`src/rtl/fpga_cfg_loader.sv`:
```
module fpga_cfg_loader #(
  parameter int HALF       = 125,
  parameter int RST_CYC    = 64,
  parameter int SETTLE_CYC = 300,
  parameter int LEAD_CLKS  = 8,
  parameter int TRAIL_CLKS = 49,
  parameter int LEN_W      = 20
) (
  input  logic             clk,
  input  logic             rst_n,
  input  logic             start,
  input  logic [LEN_W-1:0] img_len,
  input  logic [7:0]       s_data,
  input  logic             s_valid,
  output logic             s_ready,
  input  logic             done_in,
  output logic             creset_n,
  output logic             cs_n,
  output logic             sclk_o,
  output logic             sclk_oe,
  output logic             sdo_o,
  output logic             sdo_oe,
  output logic             busy,
  output logic             ok,
  output logic             err
);
  localparam int TMAX0 = (RST_CYC > SETTLE_CYC) ? RST_CYC : SETTLE_CYC;
  localparam int TMAX  = (TMAX0 > HALF) ? TMAX0 : HALF;
  localparam int TW    = $clog2(TMAX + 1);
  localparam int PMAX  = (LEAD_CLKS > TRAIL_CLKS) ? LEAD_CLKS : TRAIL_CLKS;
  localparam int PW    = $clog2(PMAX + 2);

  typedef enum logic [2:0] {S_IDLE, S_RST, S_SET, S_LEAD, S_DATA, S_TRAIL} st_t;

  st_t             st;
  logic [TW-1:0]   tcnt;
  logic [PW-1:0]   pcnt;
  logic [LEN_W-1:0] left;
  logic [7:0]      sreg;
  logic [3:0]      bitn;
  logic [1:0]      dq;

  assign busy    = (st != S_IDLE);
  assign sclk_oe = busy;
  assign sdo_oe  = busy;
  assign s_ready = (st == S_DATA) && (bitn == 4'd0) && (left != '0);

  always_ff @(posedge clk or negedge rst_n) begin
    if (!rst_n) begin
      st       <= S_IDLE;
      tcnt     <= '0;
      pcnt     <= '0;
      left     <= '0;
      sreg     <= '0;
      bitn     <= '0;
      dq       <= '0;
      creset_n <= 1'b1;
      cs_n     <= 1'b1;
      sclk_o   <= 1'b1;
      sdo_o    <= 1'b1;
      ok       <= 1'b0;
      err      <= 1'b0;
    end else begin
      dq <= {dq[0], done_in};
      if (tcnt != '0) tcnt <= tcnt - 1'b1;
      case (st)
        S_IDLE: if (start) begin
          ok       <= 1'b0;
          err      <= 1'b0;
          left     <= img_len;
          bitn     <= '0;
          creset_n <= 1'b0;
          cs_n     <= 1'b0;
          sclk_o   <= 1'b1;
          sdo_o    <= 1'b1;
          tcnt     <= TW'(RST_CYC - 1);
          st       <= S_RST;
        end
        S_RST: if (tcnt == '0) begin
          creset_n <= 1'b1;
          if (dq[1]) begin
            err  <= 1'b1;
            cs_n <= 1'b1;
            st   <= S_IDLE;
          end else begin
            tcnt <= TW'(SETTLE_CYC - 1);
            st   <= S_SET;
          end
        end
        S_SET: if (tcnt == '0) begin
          cs_n <= 1'b1;
          pcnt <= PW'(LEAD_CLKS);
          tcnt <= TW'(HALF - 1);
          st   <= S_LEAD;
        end
        S_LEAD, S_TRAIL: if (tcnt == '0) begin
          tcnt <= TW'(HALF - 1);
          if (!sclk_o) sclk_o <= 1'b1;
          else if (pcnt != '0) begin
            sclk_o <= 1'b0;
            pcnt   <= pcnt - 1'b1;
          end else if (st == S_LEAD) begin
            cs_n <= 1'b0;
            st   <= S_DATA;
          end else begin
            ok  <= dq[1];
            err <= !dq[1];
            st  <= S_IDLE;
          end
        end
        S_DATA: begin
          if (s_valid && s_ready) begin
            sreg <= s_data;
            bitn <= 4'd8;
            left <= left - 1'b1;
          end else if (tcnt == '0) begin
            if (!sclk_o) begin
              sclk_o <= 1'b1;
              sreg   <= {sreg[6:0], 1'b0};
              bitn   <= bitn - 1'b1;
              tcnt   <= TW'(HALF - 1);
            end else if (bitn != 4'd0) begin
              sclk_o <= 1'b0;
              sdo_o  <= sreg[7];
              tcnt   <= TW'(HALF - 1);
            end else if (left == '0) begin
              cs_n <= 1'b1;
              pcnt <= PW'(TRAIL_CLKS);
              tcnt <= TW'(HALF - 1);
              st   <= S_TRAIL;
            end
          end
        end
        default: st <= S_IDLE;
      endcase
    end
  end
endmodule

```
`config.mk`:
```
export PLATFORM = sky130hd
export DESIGN_NAME = fpga_cfg_loader
export DESIGN_NICKNAME = d
export VERILOG_FILES = /design/src/rtl/fpga_cfg_loader.sv
export SDC_FILE = /design/constraint.sdc
export NUM_CORES = 1
export LEC_CHECK = 0
export ABC_AREA = 1
export BUFFER_PORTS_ARGS = -buffer_cell sky130_fd_sc_hd__buf_4
export CORE_UTILIZATION = 53
export DETAILED_ROUTE_END_ITERATION = 7
export PLACE_DENSITY = 0.81
export SLEW_MARGIN = 20
export SYNTH_ARGS = -nofsm -noshare
export SYNTH_HDL_FRONTEND = slang
export SYNTH_SLANG_ARGS = --single-unit
```
`constraint.sdc`:
```
create_clock -name clk -period 1.8 [get_ports clk]
set_input_delay 0.36 -clock clk [delete_from_list [all_inputs] [get_ports clk]]
set_output_delay 0.36 -clock clk [all_outputs]
set_load 0.01 [all_outputs]
```
After elaboration in Yosys (flattened, before gate mapping)
Index checks and enable logic that the tools add are counted.

Register bits after elaboration: 58. Latch bits: 0. Bits in writable memories: 0. Bits in read-only memories: 0. Input bits: 33. Output and inout bits: 10. Memories kept: 0.

Add/sub/neg operators: 4. Multiply operators: 0. Divide/modulo/power cells: 0. Magnitude comparators: 0. Eq/ne operators: 25. Shifts and indexed selects: 0. Multiplexer cells: 85. Bitwise logic cells: 0. Reductions and logical operators: 34.

Operators by type and width (count): 9-bit two-way mux (10); 6-bit two-way mux (9); 20-bit two-way mux (2); 20-bit case mux with 2 select lines (1); 3-bit two-way mux (12); 9-bit case mux with 4 select lines (1); 1-bit two-way mux (33); 2-bit inequality test (second input constant) (13); 8-bit two-way mux (3); 20-bit logical NOT (1); 20-bit nonzero test (1); 20-bit by 1-bit subtractor with 20-bit output (second input constant) (1); 6-bit case mux with 3 select lines (1); 4-bit two-way mux (4); 3-bit case mux with 5 select lines (1); 14-bit AND reduction (1); 6-bit AND reduction (2); 3-bit nonzero test (4); 11-bit AND reduction (1); 2-bit by 1-bit inequality test with 1-bit output (second input constant) (5); 10-bit AND reduction (1); 9-bit logical NOT (1); 3-bit AND reduction (3); 9-bit nonzero test (1); other kinds (26) (36).

Depth between registers and ports, before layout
Gate-level depths: netlist (run 1).

Depth in word-level cells: 8. Mapped depth: 13. Gate-level depth less buffers: 12.

Least setup slack after synthesis (run 1)
OpenSTA, ideal clock, no wires.

Path type: register to register. Start: reg tcnt[0]. End: reg tcnt[0]. Arrival: 1.651 ns. Data required time: 1.681 ns. Path slack: 0.030 ns. Cell stages (with the launch flop): 12. Buffers on the path: 1. Path through: dfrtp_1 > inv_1 > ha_1 > nand3_1 > nor2_1 > nand2_1 > buf_2 > ha_1 > nand2_1 > nand3_1 > a21oi_1 > nand2_1.

Cells in the longest elaborated chain, start to end: 8. Elaborated cells between the ends (all ways): 14. Classes of those cells: add/sub: 1; mux: 11; reduce/logical: 2.

RTL lines: from (decl) (RTL line 36) `logic [TW-1:0] tcnt;`; from (signal assigned) (RTL line 65) `if (tcnt != '0) tcnt <= tcnt - 1'b1;`; from (signal assigned) (RTL line 76) `tcnt <= TW'(RST_CYC - 1);`; from (signal assigned) (RTL line 86) `tcnt <= TW'(SETTLE_CYC - 1);`; 9-bit by 1-bit subtractor with 9-bit output / 9-bit nonzero test (equally long branches) (RTL line 65); 9-bit two-way mux (RTL line 65); 9-bit two-way mux (RTL line 126) `end else if (left == '0) begin`; 9-bit two-way mux (RTL line 122) `end else if (bitn != 4'd0) begin`; 9-bit two-way mux (RTL line 117) `if (!sclk_o) begin`; 9-bit two-way mux (RTL line 116) `end else if (tcnt == '0) begin`; 9-bit two-way mux (RTL line 112) `if (s_valid && s_ready) begin`; 9-bit case mux with 4 select lines (*) (RTL line 66) `case (st)`.

Mark *: on every way between the ends. The rest lies on a longest branch, timed or not. A chain may end at the register's enable or synchronous reset.

Worst setup path after layout (run 1)
Start: reg left[1]. End: reg pcnt[3].

Cells in the longest elaborated chain, start to end: 5. Elaborated cells between the ends (all ways): 7. Classes of those cells: eq/ne: 2; reduce/logical: 5.

RTL lines: from (decl) (RTL line 38) `logic [LEN_W-1:0] left;`; from (signal assigned) (RTL line 70) `left <= img_len;`; from (signal assigned) (RTL line 115) `left <= left - 1'b1;`; 20-bit nonzero test (RTL line 46) `assign s_ready = (st == S_DATA) && (bitn == 4'd0) && (left != '0);`; 1-bit logical AND (RTL line 46); 1-bit logical AND (RTL line 112); 2-bit inequality test (no source line); 10-bit AND reduction (no source line) (*); to (signal assigned) (RTL line 92) `pcnt <= PW'(LEAD_CLKS);`; to (signal assigned) (RTL line 101) `pcnt <= pcnt - 1'b1;`; to (signal assigned) (RTL line 128) `pcnt <= PW'(TRAIL_CLKS);`; to (decl) (RTL line 37) `logic [PW-1:0] pcnt;`.

Marked as above.

==> qor.yml, run 1 <==
worstSetupPathType: "flop to flop"
final_nets: 685
finish.instance_area_um2: 5130
antenna_left: 0
place_ws_ns: -0.149
use_met1_pct: 35.4
antennaDiodeCount: 0
final_util_pct: 74.7
syn_avg_cell_area_um2: 6.93
path_depth: 13
fin_cells: 746
drt_iter0_drc: 359
port_buffers: 42
holdWs_ns: -0.00383
start_kind: "flop"
numCtsBuffers: 9
min_period_over_period_pct: 105
cts_root_buf: "clkbuf_8"
rows: 30
vias_per_cell: 5.48
clk-insertion-delay-late_ns: 0.35
ys_seq_elements: 58
area_growth_pct: 34.9
worst_pin_slew_ns: 0.316
crit_buf_inv: 4
maxClockFrequency_mhz: 530
die_w_um: 86.7
antenna_found_initial: 0
num-fill-cells: 490
synth_edf_count: 0
finalCriticalPeriod_ns: 1.89
grt_max_degree: 59
initial_core_util_pct: 55.4
multi_input_area_um2: 2200
max_stage_delay_ns: 0.40
ys_types: 38
grt_use_met2_pct: 50.4
yosys_most_used_dff: "dfrtp_1"
dpl-instance-area_um2: 4490
synthesis.area_um2: 3800
p_per_area_nw_per_um2: 1600
slew_viol_final: 0
drive_gt1_share_pct: 30.3
dr_total_vias: 4089
cts_tree: "yes"
gp_congestion: 0.904
yosys_warnings: 0
crit_path_end_kind: "flop"
grt-busiest-layer: "met2"
clkTransAtPathRegs_ns: 0.07
register_area_um2: 1460
io_pins: 43
setup_ws_ns: -0.0856
die_h_um: 86.7
ir_worst_vdd_uv: 685
wl_um: 10700
violations: "hold timing, setup timing"
finalHoldViolations: 10
worstPathCellList: "inv_2, ha_4, nand2_4, nor2_4, nand3_4, buf_4, nand2_2, nand2_2, nor2_4, buf_4, nand3_2, nand2_1, inv_1"
firstDrtPassIters: 5
seq_area_frac_synth_pct: 38.3
async_flop_share_pct: 100
grt_pass1_vias: 3854
worst-path-max-fanout: 5
relSlewSlack_pct: 78.9
core_area_um2: 6870
setup_viol: 8
overflow: 0
cap_violations: 0
post_drt_wl_per_cell_um: 14.3
status: "finished, violations left"
groute.usage.overall_pct: 29.0
die_area_um2: 7520
skew_ns: 0.00866
hold_class: "primary input to async pin"
slowest_stage: "dfrtp_1"
clock_path_buffers: 2
syn-num-nets: 589
reg2regPathDepth: 13
synth_cells: 549
cp_data_required_time_ns: 2.04
htreeDepth: 3
grt_pass1_wl_um: 17000
placed_cells: 714
critical_path.top_delay_family: "simple AND/OR/NAND/NOR gates"
drc_errors: 0
rsz0062_at_grt: "true"
dp_hpwl_um: 6840
p_leak_nw: 2.57
critPathArrivalTime_ns: 2.13
cts.sinks: 58
grt_use_met3_pct: 5.05
==> timing repair <==
| action | CTS | global route |
|---|---|---|
| pin swaps | 8 | 13 |
| gates cloned | 1 | 0 |
| hold buffers | 0 | 0 |
| buffers inserted | 7 | 8 |
| setup endpoints to repair | 43 | 57 |
| gates resized for setup | 33 | 39 |
==> cell type report <==
class                   instances  share of cell area [%]
multi-input cells             410                    43.0
flip-flops and latches         58                    28.5
repair buffers                100                    16.0
inverters                      66                    5.05
clock inverters                 7                    2.76
clock buffers                   9                    2.41
well taps                      96                    2.34
==> cell families (layout without fill, tap and decap cells) <==
logic type | after synthesis | after routing | share of synthesized area (%)
AO/OA/AOI/OAI | 93 | 93 | 13.7
adder cells (fa/ha/maj) | 7 | 7 | 2.30
buffers and inverters | 82 | 182 | 9.14
AND/OR/NAND/NOR | 300 | 301 | 34.5
flip-flops | 58 | 58 | 38.3
XOR/XNOR | 9 | 9 | 2.07
==> routing by layer <==
| layer | vias up | wire (um) |
|---|---|---|
| met1 | 1893 | 4320 |
| met5 | - | 0 |
| li1 | 1969 | - |
| met4 | 0 | 350 |
| met2 | 190 | 5350 |
| met3 | 37 | 675 |
==> path summary, 6_finish.rpt <==
| check | endpoint | startpoint | slack, ns |
|---|---|---|---|
| setup / recovery | pcnt[3] | left[1] | -0.09 |
| hold / removal | tcnt[5] | rst_n | -0.004 |
| setup reg to reg | pcnt[3] | left[1] | -0.09 |
| hold reg to reg | dq[1] | dq[0] | 0.36 |
| max in group asynchronous | cs_n | rst_n | 1.50 |
| min in group clk | dq[0] | done_in | 0.12 |
==> cell usage after synthesis, types with 2 or more instances <==
master / instances / area share (%)
inv_1: 59 / 5.8
nor2_1: 51 / 5.0
dfstp_2: 4 / 2.8
xnor2_1: 5 / 1.2
nand2_2: 7 / 1.2
a21oi_1: 17 / 2.2
nor3_1: 9 / 1.2
o21ai_1: 8 / 1.1
a22oi_1: 5 / 0.99
o211ai_1: 7 / 1.4
inv_2: 6 / 0.59
buf_4: 6 / 1.2
nand3_1: 33 / 4.3
o22ai_1: 3 / 0.49
or2_2: 2 / 0.33
ha_1: 7 / 2.3
dfrtp_1: 54 / 36
o2111ai_1: 2 / 0.46
nand3_2: 3 / 0.79
nor2_2: 6 / 0.99
clkbuf_1: 3 / 0.30
nand2_1: 172 / 17
buf_2: 6 / 0.79
xor2_1: 4 / 0.92
nand2_4: 2 / 0.59
o21ai_0: 46 / 6.1
nor2_4: 3 / 0.89
nand4_1: 9 / 1.5
==> flip-flops by register name, summed over array words and instances, names as in the netlist <==
name,count
sdo_o,1
sclk_o,1
left,20
cs_n,1
creset_n,1
sreg,8
st,3
pcnt,6
ok,1
err,1
tcnt,9
bitn,4
dq,2
==> cell usage in the layout (no fill, tap or decap), types with 4 or more instances in the layout <==
cell       count
a21oi_1       17
nand2_2       21
dfstp_2        4
ha_1           5
nand2_1      154
buf_12         5
nor3_1         9
o211ai_1       7
dfrtp_1       51
bufinv_16      4
xnor2_1        5
nor2_2         9
nand4_1        9
o21ai_1       10
xor2_1         4
nor2_1        44
a22oi_1        5
nand2_4        7
inv_1         51
nand3_1       29
inv_2         11
nor2_4         7
buf_4         93
nand3_2        4
clkbuf_8       9
o21ai_0       42
==> power by group <==
| part | switching, mW | internal, mW |
|---|---|---|
| Sequential | 0.402 | 1.77 |
| Combinational | 2.53 | 1.84 |
| Clock | 0.577 | 1.06 |
| Total | 3.51 | 4.68 |
==> metrics by stage <==
| step | total power [mW] | TNS (ns) |
|---|---|---|
| after floorplan | 4.55 | 0 |
| after global placement | 5.65 | -0.821 |
| after detailed placement | 5.80 | -2.82 |
| after CTS | 7.72 | -0.844 |
| after global routing | 8.74 | -4.04 |
| final | 8.19 | -0.327 |
(Power assumes the default switching activity.)
==> run 2: changes to the inputs <==
BUFFER_PORTS_ARGS = -buffer_cell sky130_fd_sc_hd__buf_2   (was -buffer_cell sky130_fd_sc_hd__buf_4)
RECOVER_POWER = 100   (was default)
==> run 2 against run 1 <==
  * The flow finishes with violations (setup timing)
  * Routed wire length up 3.3%
  * Critical endpoint is now s_ready
  * Register-to-register slack about the same
  * Clock power down 14%
  * Highest routed layer unchanged
==> qor.yml, run 2 (same netlist as run 1, synthesis figures left out) <==
setup_ws_ns: -0.132  # -0.0468 ns
cts_tree: "yes"
min_period_over_period_pct: 107  # +2.6 points
core_area_um2: 6870  # unchanged
cts.sinks: 58  # unchanged
initial_core_util_pct: 55.4  # unchanged
layout_common_cells: "nand2_1 (157), buf_4 (71), inv_1 (52)"
finish.instance_area_um2: 5130  # about the same
largest_register_ffs: 20  # unchanged
cts_root_buf: "clkbuf_8"
regMostFlops: "left"
p_per_area_nw_per_um2: 1580  # -1.2%
crit_path_end_kind: "output pin"
clock_path_buffers: 2  # unchanged
worst_pin_slew_ns: 1.44  # +1.13 ns
groute.usage.overall_pct: 30.6  # +1.7 points
place_ws_ns: -0.177  # -0.0286 ns
io_pins: 43  # unchanged
clockPowerShare_pct: 17.4  # -2.6 points
cp_data_required_time_ns: 1.44  # -0.60 ns
overflow: 0  # unchanged
wl_um: 11100  # +3.3%
status: "finished, violations left"
relSlewSlack_pct: 3.77  # -75 points
pwr-share-seq_pct: 26.6  # about the same
reg2reg_slack_ns: -0.09  # about the same
drive_gt1_share_pct: 31.7  # +1.4 points
fin_cells: 768  # +2.9%
maxClockFrequency_mhz: 517  # -2.4%
area_growth_pct: 34.8  # about the same
top_regs: "left (20), tcnt (9), sreg (8)"
max_stage_delay_ns: 0.42  # +0.02 ns
pwr-share-comb_pct: 56.0  # +2.5 points
p_leak_nw: 2.58  # +0.71%
start_kind: "flop"
finalHoldViolations: 0  # -10
power.internal_mw: 4.47  # -4.4%
antennaDiodeCount: 0  # unchanged
dpl-instance-area_um2: 4480  # -0.17%
p_sw_mw: 3.62  # +3.0%
slew_viol_final: 0  # unchanged
rsz0062_at_grt: "true"
die_w_um: 86.7  # unchanged
firstDrtPassIters: 4  # -1
holdWs_ns: 0.113  # +0.116 ns
violations: "setup timing"
cap_violations: 0  # unchanged
ir_worst_vdd_uv: 909  # +33%
final_nets: 707  # +3.2%
hold_class: "primary input to flop"
htreeDepth: 3  # unchanged
worst-path-max-fanout: 4  # -1
switching_share_pct: 44.7  # +1.8 points
port_buffers: 42  # unchanged
grt_pass1_wl_um: 17800  # +4.7%
finalCriticalPeriod_ns: 1.93  # +0.0468 ns
antenna_left: 0  # unchanged
setup_viol: 36  # +28
numCtsBuffers: 9  # unchanged
vias_per_cell: 5.43  # -0.89%
p_total_mw: 8.09  # -1.2%
die_area_um2: 7520  # unchanged
drc_errors: 0  # unchanged
grt_pass1_vias: 3923  # +1.8%
slowest_stage: "dfrtp_1"
skew_ns: 0.0116  # +0.00296 ns
finalSetupTns_ns: -1.49  # -1.17 ns
clk-insertion-delay-late_ns: 0.36  # about the same
dp_hpwl_um: 6950  # +1.7%
final_util_pct: 74.6  # about the same
placed_cells: 727  # +1.8%
post_drt_wl_per_cell_um: 14.4  # +0.34%
die_h_um: 86.7  # unchanged
gp_congestion: 0.938  # +3.8%
dr_total_vias: 4172  # +2.0%
mostFrequentLayoutCell: "nand2_1"
critical_path.top_delay_family: "simple AND/OR/NAND/NOR gates"
worstSetupPathType: "flop to output pin"
clkTransAtPathRegs_ns: 0.08  # about the same
worstPathCellList: "nor2_2, nand2_4, nor2_4, nand3_4, nand2_2, inv_2, buf_6"
critPathArrivalTime_ns: 1.57  # -0.56 ns
grt_max_degree: 59  # unchanged
drt_iter0_drc: 350  # -2.5%
antenna_found_initial: 0  # unchanged
rows: 30  # unchanged
crit_buf_inv: 2  # -2
[run 2: worst paths after layout]
kind | to | depth (start not counted) | start
worst min-delay path | dq[0] | 1 | done_in
max in group asynchronous | st[0] | 2 | rst_n
min in group asynchronous | tcnt[7] | 2 | rst_n
worst max register to register | left[15] | 10 | left[3]
worst min register to register | dq[1] | 0 | dq[0]
worst max-delay path | s_ready | 7 | left[3]
[run 2: worst register-to-register path, delay by kind of cell (launching register included)]
family | cells | cell delay [ns]
buffers and inverters | 2 | 0.37
AND/OR/NAND/NOR | 6 | 0.77
flip-flops | 1 | 0.42
AO/OA/AOI/OAI | 2 | 0.23
[run 2: layer usage]
metal,wire length (um),global-route usage [%]
met1,4570,38.5
met2,5490,52.2
met3,629,4.19
met4,358,14.5
met5,0,0
[run 2: power by group through the flow]
stage	registers [mW]	clock network, mW	logic, mW
after floorplan	2.11	0	2.44
after global placement	2.13	0	3.55
after detailed placement	2.14	0	3.68
after CTS	2.12	1.41	4.16
after global routing	2.20	1.48	4.98
final	2.15	1.41	4.53
[run 2: final cells by class]
cell class / instances / area [um2]
Clock buffer: 9 / 124
Clock inverter: 7 / 101
Fill cell: 494 / 1740
Inverter: 66 / 262
Multi-Input combinational cell: 410 / 2220
Sequential cell: 58 / 1460
Tap cell: 96 / 120
Timing Repair Buffer: 122 / 841
[run 2: what timing repair did]
| action | CTS | global route |
|---|---|---|
| buffers inserted | 17 | 8 |
| resized for setup | 47 | 35 |
| pin swaps | 13 | 13 |
| gates cloned | 1 | 0 |
| endpoints found under the setup margin | 44 | 55 |
| hold buffers | 0 | 0 |
==> run 3: changes to the inputs <==
CORE_UTILIZATION = 55   (was 53)
CTS_BUF_LIST = sky130_fd_sc_hd__clkbuf_4 sky130_fd_sc_hd__clkbuf_8   (was default)
PLACE_DENSITY = 0.85   (was 0.81)
==> run 3 against run 2 <==
  * The flow still finishes with violations (setup timing)
  * Die area fell by 3.6%
  * Register-to-register slack worse by 0.02 ns
  * Fmax increased by 0.20%
  * Flip-flop and latch count stayed put
  * Largest cell class unchanged
==> qor.yml, run 3 (same netlist as run 1, synthesis figures left out) <==
violations: "setup timing"
p_per_area_nw_per_um2: 1540  # -2.3%
worstSetupPathType: "flop to output pin"
power.internal_mw: 4.15  # -7.3%
num-fill-cells: 480  # -2.8%
worst_pin_slew_ns: 0.514  # -0.929 ns
finalHoldViolations: 0  # unchanged
setup_viol: 19  # -47%
drc_errors: 0  # unchanged
die_area_um2: 7250  # -3.6%
layout_common_cells: "nand2_1 (166), buf_4 (60), inv_1 (56)"
worst-path-max-fanout: 4  # unchanged
start_kind: "flop"
wl_um: 10300  # -7.1%
ir_worst_vdd_uv: 666  # -27%
holdWs_ns: 0.129  # +0.0163 ns
reg2reg_slack_ns: -0.11  # -0.02 ns
area_growth_pct: 26.7
skew_ns: 0.0109  # -0.000711 ns
grt_max_degree: 39  # -34%
rsz0062_at_grt: "true"
grt_pass1_wl_um: 16500  # -7.4%
rows: 29  # -3.3%
hold_class: "primary input to flop"
gp_congestion: 0.945  # +0.68%
largest_register_ffs: 20  # unchanged
rr_endpoint: "cs_n"
drive_gt1_share_pct: 26.2  # -5.5 points
overflow: 0  # unchanged
setup_ws_ns: -0.129  # +0.00391 ns
htreeDepth: 3  # unchanged
pwr-share-seq_pct: 28.7  # +2.1 points
cts_root_buf: "clkbuf_8"
pwr-share-comb_pct: 55.6  # -0.4 points
switching_share_pct: 44.2  # -0.50 points
antenna_left: 0  # unchanged
cts.sinks: 58  # unchanged
relSlewSlack_pct: 65.7  # +62 points
hold_depth: 1  # unchanged
p_total_mw: 7.44  # -8.1%
finalSetupTns_ns: -0.670  # +0.825 ns
die_w_um: 85.2  # -1.8%
clockPowerShare_pct: 15.7  # -1.7 points
antenna_found_initial: 0  # unchanged
p_sw_mw: 3.29  # -9.1%
initial_core_util_pct: 58.6  # +3.2 points
p_leak_nw: 2.52  # -2.5%
mostFrequentLayoutCell: "nand2_1"
antennaDiodeCount: 0  # unchanged
cts_tree: "yes"
core_area_um2: 6490  # -5.4%
min_period_over_period_pct: 107  # -0.22 points
dr_total_vias: 4174  # +0.048%
critPathArrivalTime_ns: 1.57  # about the same
firstDrtPassIters: 6  # +2
clk-insertion-delay-late_ns: 0.34  # -0.02 ns
reg2regPathDepth: 12  # +2
final_nets: 692  # -2.1%
slew_viol_final: 0  # unchanged
die_h_um: 85.2  # -1.8%
clock_path_buffers: 2  # unchanged
status: "finished, violations left"
drt_iter0_drc: 472  # +35%
post_drt_wl_per_cell_um: 14.0  # -2.8%
groute.usage.overall_pct: 28.4  # -2.2 points
holdPathEnd: "dq[0]"
numCtsBuffers: 9  # unchanged
finalCriticalPeriod_ns: 1.93  # -0.00391 ns
regMostFlops: "left"
crit_path_end_kind: "output pin"
r2r_start: "tcnt[1]"
vias_per_cell: 5.69  # +4.7%
port_buffers: 42  # unchanged
grt_pass1_vias: 3729  # -4.9%
cap_violations: 0  # unchanged
clkTransAtPathRegs_ns: 0.06  # -0.02 ns
cp_data_required_time_ns: 1.44  # about the same
top_regs: "left (20), tcnt (9), sreg (8)"
dp_hpwl_um: 6970  # +0.24%
hp-start: "done_in"
io_pins: 43  # unchanged
maxClockFrequency_mhz: 519  # +0.20%
-- run 3: per-stage QoR --
step	instances	setup slack (ns)	instance area, um2	utilization (%)
floorplan	549	0.0301	3800	-
global placement	707	-0.0658	4450	68.5
detailed placement	707	-0.123	4450	68.5
CTS	726	-0.115	4710	72.5
global route	734	-0.211	4820	74.2
finish	734	-0.129	4820	74.2
-- run 3: worst max path at each step --
stage | startpoint | endpoint | slack [ns] | cells after the start
global placement | tcnt[0] | st[2] | -0.07 | 11
floorplan | tcnt[0] | tcnt[0] | 0.03 | 11
global route | left[1] | cs_n | -0.21 | 10
detailed placement | tcnt[1] | st[1] | -0.12 | 11
CTS | left[1] | s_ready | -0.12 | 8
finish | left[1] | s_ready | -0.13 | 8
-- run 3: timing repair --
| item | in CTS | in global routing |
|---|---|---|
| setup endpoints to repair | 32 | 52 |
| pin swaps | 7 | 9 |
| gates cloned | 2 | 0 |
| hold endpoints to repair | 7 | 0 |
| gates resized for setup | 18 | 23 |
| buffers inserted | 0 | 8 |
| hold buffers | 1 | 0 |
-- run 3: power groups by stage --
stage	registers (mW)	clock network (mW)	logic, mW
2_1_floorplan	2.11	0	2.44
3_3_place_gp	2.11	0	3.61
3_5_place_dp	2.13	0	3.72
4_1_cts	2.12	1.18	3.81
5_1_grt	2.18	1.24	4.58
6_report	2.13	1.17	4.14
-- run 3: critical path: stages (launching register included) --
cell and delay (ns):
dfrtp_1 0.38, inv_1 0.07, ha_2 0.19, nand2_2 0.08
nor2_4 0.16, nand3_4 0.12, nand2_2 0.09, inv_2 0.04
buf_6 0.11
-- run 3: final cells by class --
type	count	area (um2)	share of cell area, %
Clock inverter	2	10.0	0.208
Tap cell	77	96.3	2.00
Timing Repair Buffer	106	721	14.9
Sequential cell	58	1460	30.3
Multi-Input combinational cell	411	2100	43.6
Inverter	66	253	5.24
Clock buffer	14	180	3.74
-- run 3: per-layer routing --
layer / up-vias / global-route usage, % / wire length [um]
li1: 1991 / - / -
met1: 1939 / 38.5 / 4420
met2: 205 / 44.9 / 4770
met3: 39 / 5.64 / 798
met4: 0 / 11.4 / 276
met5: - / 0 / 0
